## config.mk

```make
export PLATFORM = sky130hd
export DESIGN_NAME = rx_valid_detect
export DESIGN_NICKNAME = d
export VERILOG_FILES = /design/src/rtl/rx_valid_pkg.sv /design/src/rtl/rx_valid_datapath.sv /design/src/rtl/rx_valid_ctrl.sv /design/src/rtl/rx_valid_detect.sv
export SDC_FILE = /design/constraint.sdc
export NUM_CORES = 1
export LEC_CHECK = 0
export ABC_AREA = 0
export CORE_ASPECT_RATIO = 0.8
export CORE_MARGIN = 10
export CORE_UTILIZATION = 40
export CTS_CLUSTER_SIZE = 30
export DETAILED_ROUTE_END_ITERATION = 16
export GPL_TIMING_DRIVEN = 0
export PLACE_DENSITY = 0.7
export SETUP_SLACK_MARGIN = 0.15
export SYNTH_ARGS = -nofsm -noshare
export SYNTH_HDL_FRONTEND = slang
export SYNTH_SLANG_ARGS = --single-unit
```

## constraint.sdc

```tcl
create_clock -name clk -period 1.8 [get_ports clk]
set_clock_uncertainty 0.1 [all_clocks]
set_input_delay 0.54 -clock clk [delete_from_list [all_inputs] [get_ports clk]]
set_output_delay 0.54 -clock clk [all_outputs]
set_load 0.005 [all_outputs]
```

## src/rtl/rx_valid_pkg.sv

```systemverilog
package rx_valid_pkg;

  // Observations from the datapath to the control
  typedef struct packed {
    logic edgeSeen;   // a synchronised transition occurred this cycle
    logic inWindow;   // current count strictly between the bounds
    logic saturated;  // counter at its all-ones value
    logic ampOk;      // registered strength comparison
  } dvStatus_t;

  // Strobes from the control to the datapath
  typedef struct packed {
    logic restart;    // load the counter with one
    logic run;        // allow the counter to advance
  } dvStrobe_t;

endpackage

```

## src/rtl/rx_valid_datapath.sv

```systemverilog
module rx_valid_datapath
  import rx_valid_pkg::*;
#(
  parameter int CNT_W       = 8,
  parameter int RSSI_W      = 6,
  parameter int SYNC_STAGES = 2
) (
  input  logic              clk,
  input  logic              rst,
  input  logic              rxDataAsync,
  input  logic [RSSI_W-1:0] rssiLevel,
  input  logic [RSSI_W-1:0] rssiThreshold,
  input  logic [CNT_W-1:0]  rateLowBound,
  input  logic [CNT_W-1:0]  rateHighBound,
  input  dvStrobe_t         strobe,
  output dvStatus_t         status
);

  localparam logic [CNT_W-1:0] CNT_MAX = {CNT_W{1'b1}};
  localparam logic [CNT_W-1:0] CNT_ONE = CNT_W'(1);

  // Synchroniser chain; stage 0 captures the asynchronous input
  logic [SYNC_STAGES-1:0] syncChain;
  logic                   dataPrev;

  generate
    for (genvar g = 0; g < SYNC_STAGES; g++) begin : g_sync
      if (g == 0) begin : g_first
        always_ff @(posedge clk) begin
          if (rst) syncChain[g] <= 1'b0;
          else     syncChain[g] <= rxDataAsync;
        end
      end else begin : g_next
        always_ff @(posedge clk) begin
          if (rst) syncChain[g] <= 1'b0;
          else     syncChain[g] <= syncChain[g-1];
        end
      end
    end
  endgenerate

  always_ff @(posedge clk) begin
    if (rst) dataPrev <= 1'b0;
    else     dataPrev <= syncChain[SYNC_STAGES-1];
  end

  logic edgeSeen;
  assign edgeSeen = syncChain[SYNC_STAGES-1] ^ dataPrev;

  // Interval counter, saturating
  logic [CNT_W-1:0] intervalCnt;

  always_ff @(posedge clk) begin
    if (rst)
      intervalCnt <= '0;
    else if (strobe.restart)
      intervalCnt <= CNT_ONE;
    else if (strobe.run && (intervalCnt != CNT_MAX))
      intervalCnt <= intervalCnt + CNT_ONE;
  end

  logic saturated;
  logic inWindow;
  assign saturated = (intervalCnt == CNT_MAX);
  assign inWindow  = (intervalCnt > rateLowBound) &&
                     (intervalCnt < rateHighBound) && !saturated;

  // Strength comparison, registered every clock
  logic ampOkQ;
  always_ff @(posedge clk) begin
    if (rst) ampOkQ <= 1'b0;
    else     ampOkQ <= (rssiLevel >= rssiThreshold);
  end

  always_comb begin
    status.edgeSeen  = edgeSeen;
    status.inWindow  = inWindow;
    status.saturated = saturated;
    status.ampOk     = ampOkQ;
  end

  // counter holds at all-ones unless restarted
  a_r4_no_wrap: assert property (@(posedge clk) disable iff (rst)
    (saturated && !strobe.restart) |=> (intervalCnt == CNT_MAX));

  // a restart begins the next interval at one
  a_r2_restart_one: assert property (@(posedge clk) disable iff (rst)
    strobe.restart |=> (intervalCnt == CNT_ONE));

  // the strength flag follows the previous cycle's comparison
  a_r6_amp_sample: assert property (@(posedge clk) disable iff (rst)
    (rssiLevel >= rssiThreshold) |=> ampOkQ);

endmodule

```

## src/rtl/rx_valid_ctrl.sv

```systemverilog
module rx_valid_ctrl
  import rx_valid_pkg::*;
(
  input  logic      clk,
  input  logic      rst,
  input  logic      pollModeEn,
  input  dvStatus_t status,
  output dvStrobe_t strobe,
  output logic      validN
);

  logic armed;
  logic rateOk;

  // The first transition only arms the measurement
  always_ff @(posedge clk) begin
    if (rst)                  armed <= 1'b0;
    else if (status.edgeSeen) armed <= 1'b1;
  end

  always_comb begin
    strobe.restart = status.edgeSeen;
    strobe.run     = armed;
  end

  // The rate verdict is taken once per closed interval
  always_ff @(posedge clk) begin
    if (rst)
      rateOk <= 1'b0;
    else if (status.edgeSeen)
      rateOk <= armed && status.inWindow;
    else if (status.saturated)
      rateOk <= 1'b0;
  end

  always_ff @(posedge clk) begin
    if (rst) validN <= 1'b1;
    else     validN <= !(pollModeEn && rateOk && status.ampOk);
  end

  // reset forces the output inactive and clears the verdict
  a_r1_reset_state: assert property (@(posedge clk)
    rst |=> (validN && !rateOk));

  // no rate pass before a reference transition has been seen
  a_r5_armed_first: assert property (@(posedge clk) disable iff (rst)
    rateOk |-> armed);

  // a timed-out interval drops the verdict
  a_r4_sat_clear: assert property (@(posedge clk) disable iff (rst)
    (status.saturated && !status.edgeSeen) |=> !rateOk);

  // outside self-polling the output stays high
  a_r8_mode_idle: assert property (@(posedge clk) disable iff (rst)
    !pollModeEn |=> validN);

  // a low output needs both conditions in the cycle before
  a_r7_both_needed: assert property (@(posedge clk) disable iff (rst)
    !validN |-> ($past(rateOk) && $past(status.ampOk)));

endmodule

```

## src/rtl/rx_valid_detect.sv

```systemverilog
module rx_valid_detect
  import rx_valid_pkg::*;
#(
  parameter int CNT_W       = 8,
  parameter int RSSI_W      = 6,
  parameter int SYNC_STAGES = 2
) (
  input  logic              clk,
  input  logic              rst,
  input  logic              rxDataAsync,
  input  logic [RSSI_W-1:0] rssiLevel,
  input  logic [RSSI_W-1:0] rssiThreshold,
  input  logic [CNT_W-1:0]  rateLowBound,
  input  logic [CNT_W-1:0]  rateHighBound,
  input  logic              pollModeEn,
  output logic              validN
);

  dvStatus_t status;
  dvStrobe_t strobe;

  rx_valid_datapath #(
    .CNT_W      (CNT_W),
    .RSSI_W     (RSSI_W),
    .SYNC_STAGES(SYNC_STAGES)
  ) u_datapath (
    .clk          (clk),
    .rst          (rst),
    .rxDataAsync  (rxDataAsync),
    .rssiLevel    (rssiLevel),
    .rssiThreshold(rssiThreshold),
    .rateLowBound (rateLowBound),
    .rateHighBound(rateHighBound),
    .strobe       (strobe),
    .status       (status)
  );

  rx_valid_ctrl u_ctrl (
    .clk       (clk),
    .rst       (rst),
    .pollModeEn(pollModeEn),
    .status    (status),
    .strobe    (strobe),
    .validN    (validN)
  );

endmodule

```

==> flow_metrics.tcl <==
set metrics [dict create \
    whs_ns 0.3030 \
    clk_pin_slew_worst_paths_ns 0.09 \
    synth.top_cell.area_share_pct 27.55 \
    vias_per_cell 5.227 \
    critical-path-max-stage-delay_ns 0.24 \
    num_vias 1129 \
    synth-simple-area-share_pct 17.45 \
    ys_types 27 \
    placed_cell_area_um2 1455 \
    finalSetupTns_ns 0 \
    critPathLaunch "rateLowBound[3]" \
    fmax_mhz 593.5 \
    synth_fa_ha_area_share_pct 25.26 \
    p_leak_nw 0.8072 \
    arrival_ns 1.75 \
    cts_tree "yes" \
    syn_nets 183 \
    final_period_minus_worst_setup_slack_ns 1.685 \
    path_class "in2reg" \
    final_nets 235 \
    synth_area_per_cell_um2 8.448 \
    clk_path_buf_depth 2 \
    slowest_stage "a21oi_1" \
    fp.dieW_um 78.36 \
    grt_start_max_net_pins 10 \
    cp-start-kind "primary input" \
    cts_buffers 3 \
    hold_class "reg2reg" \
    crit_chain "clkdlybuf4s15_1 > inv_2 > ha_4 > buf_4 > a21oi_1 > a21oi_2 > a211oi_2 > o41ai_2" \
    syn-cell-area_um2 1090 \
    drive_gt1_share_pct 42.22 \
    grt_pass1_wl_um 5016 \
    die_area_um2 5225 \
    synth_top_family_by_area "adder cells" \
    rr_worst_depth 7 \
    yosysTopAreaCell "dfxtp_1" \
    ctsRootBufferMaster "clkbuf_4" \
    remaining_drc_errors 0 \
    coreArea_um2 2522 \
    max-vdd-ir-drop_mv 0.5147 \
    syn_inst 129 \
    whs_path_depth 1 \
    h-tree-depth 1 \
    place.gp.congestion 0.8473 \
    power_mw 0.7556 \
    synth_xor_area_share_pct 4.822 \
    drt_iter0_markers 41 \
    drtAntennaViolNets 0 \
    synthMuxAreaShare_pct 0.9185 \
    setup_violations 0 \
    finalHoldViolCount 0 \
    cp-end-kind "flop" \
    synth_compound_area_share_pct 15.73 \
    die_height_um 66.69 \
    start_util_pct 43.20 \
    rsz0062_at_grt "true" \
    insertion_delay_ns 0.28 \
    grt_usage_pct 11.62 \
    grt_pass1_vias 1051 \
    port_buffers 32 \
    r2r_slack_ns 0.15 \
    critPathRequiredTime_ns 1.86 \
    cp_top_family "compound AO/OA/AOI/OAI gates" \
    grt_overflow_total 0 \
    fin_area_um2 1867 \
    timing.rr.end "u_ctrl.rateOk" \
    powerDensity_nw_per_um2 404.7 \
    drv_cap 0 \
    drtPass1Iterations 5 \
    crit_buf_inv 3 \
    ys_seq_area_share_pct 27.55 \
    wl_um 3503 \
    syn_to_final_growth_pct 71.30 \
    clock-sinks 15 \
    hpwl_um 2182 \
    synth_seq_cells 15 \
    worst_slew_pin_slew_ns 0.5853 \
    final.fill_count 189 \
    num_io_pins 33 \
    cp_max_fo 2 \
    relSlewSlack_pct 60.70 \
    synthTopCellsByArea "dfxtp_1, ha_1, inv_1" \
    rr_startpoint "u_datapath.intervalCnt[4]" \
    yosysWarnings 0 \
    fin_crit_sh_pct 93.61 \
    antenna_found_initial 0 \
    status "finished clean" \
    holdPathEnd "u_ctrl.validN" \
    antenna_cells 0 \
    drv_slew 0 \
    wl_per_cell_um 16.22 \
    num_rows 16 \
    min_from "u_datapath.ampOkQ" \
]
==> power breakdown <==
part / switching (mW) / leakage, nW / internal (mW)
Combinational: 0.0998 / 0.661 / 0.131
Sequential: 0.00776 / 0.128 / 0.332
Clock: 0.102 / 0.0177 / 0.0824
==> routing by layer <==
metal  wire length (µm)  share of wire [%]  track usage [%]  vias to the layer above
li1                   -                  -                -                      552
met1               1525                 44            14.02                      530
met2               1806                 52            20.08                       41
met3                148                4.2            3.485                        6
met4                 22               0.63            2.232                        0
met5                  0                  0                0                        -
==> worst max path at each step <==
stage	cells after the start	endpoint
global route	7	u_ctrl.rateOk
global placement	8	u_ctrl.rateOk
finish	8	u_ctrl.rateOk
CTS	6	u_ctrl.rateOk
detailed placement	8	u_ctrl.rateOk
floorplan	7	u_ctrl.rateOk
==> logic make-up (layout without fill, tap and decap cells) <==
logic type / count (synthesis) / count (layout)
flops: 15 / 15
xor+xnor: 6 / 6
mux: 1 / 1
simple gates: 35 / 35
compound gates: 26 / 26
fa+ha+maj: 22 / 22
buf+inv: 24 / 75
==> per-stage QoR <==
stage	util [%]	std cells	setup slack [ns]
finish	74.01	216	0.1149
global route	74.01	216	0.05309
CTS	66.22	206	0.06812
detailed placement	57.69	197	-0.4702
global placement	57.69	197	-0.4557
floorplan	-	129	0.1252
==> timing repair <==
item,4_1_cts,5_1_grt
gates resized for setup,63,35
buffers inserted,5,10
pin swaps,26,21
setup endpoints to repair,3,7
hold buffers,0,0
==> layout make-up <==
cell class	count	area, µm²	share of cell area [%]
repair buffers	47	412.9	22.12
clock inverters	1	5.005	0.2681
multi-input cells	90	963.4	51.61
flip-flops and latches	15	327.8	17.56
clock buffers	3	22.52	1.206
well taps	36	45.04	2.413
inverters	24	90.09	4.826
==> cells in the final DEF (no fill, tap or decap), types with 3 or more instances in the layout <==
master / n
inv_1: 15
ha_1: 7
nand3_1: 4
nor2_1: 8
nand2_1: 5
a21oi_1: 7
clkdlybuf4s50_1: 12
buf_4: 14
nor2b_1: 3
clkbuf_4: 3
clkbuf_2: 3
dlymetal6s2s_1: 4
a21oi_2: 3
nand4_1: 4
inv_2: 9
xnor2_1: 5
dlygate4sd2_1: 8
dfxtp_4: 7
dfxtp_1: 7
ha_4: 13
==> synth_stat cells, drive strengths merged <==
cell,instances
inv,24
ha,22
dfxtp,15
a21oi,11
nor2,9
o21ai,6
nand2,5
nand3,5
nand4,5
nor2b,5
xnor2,5
a211oi,2
nor4,2
o2111ai,2
o211ai,2
a21o,1
mux2i,1
nand2b,1
nand3b,1
nor3,1
o2111a,1
o41ai,1
or3,1
xor2,1
==> state kept, by name, indices dropped and copies added, names as in the netlist <==
register / count
u_datapath.intervalCnt: 8
u_datapath.syncChain: 2
u_ctrl.armed: 1
u_ctrl.rateOk: 1
u_ctrl.validN: 1
u_datapath.ampOkQ: 1
u_datapath.dataPrev: 1
No activity file was read; power rests on OpenSTA's default activity.
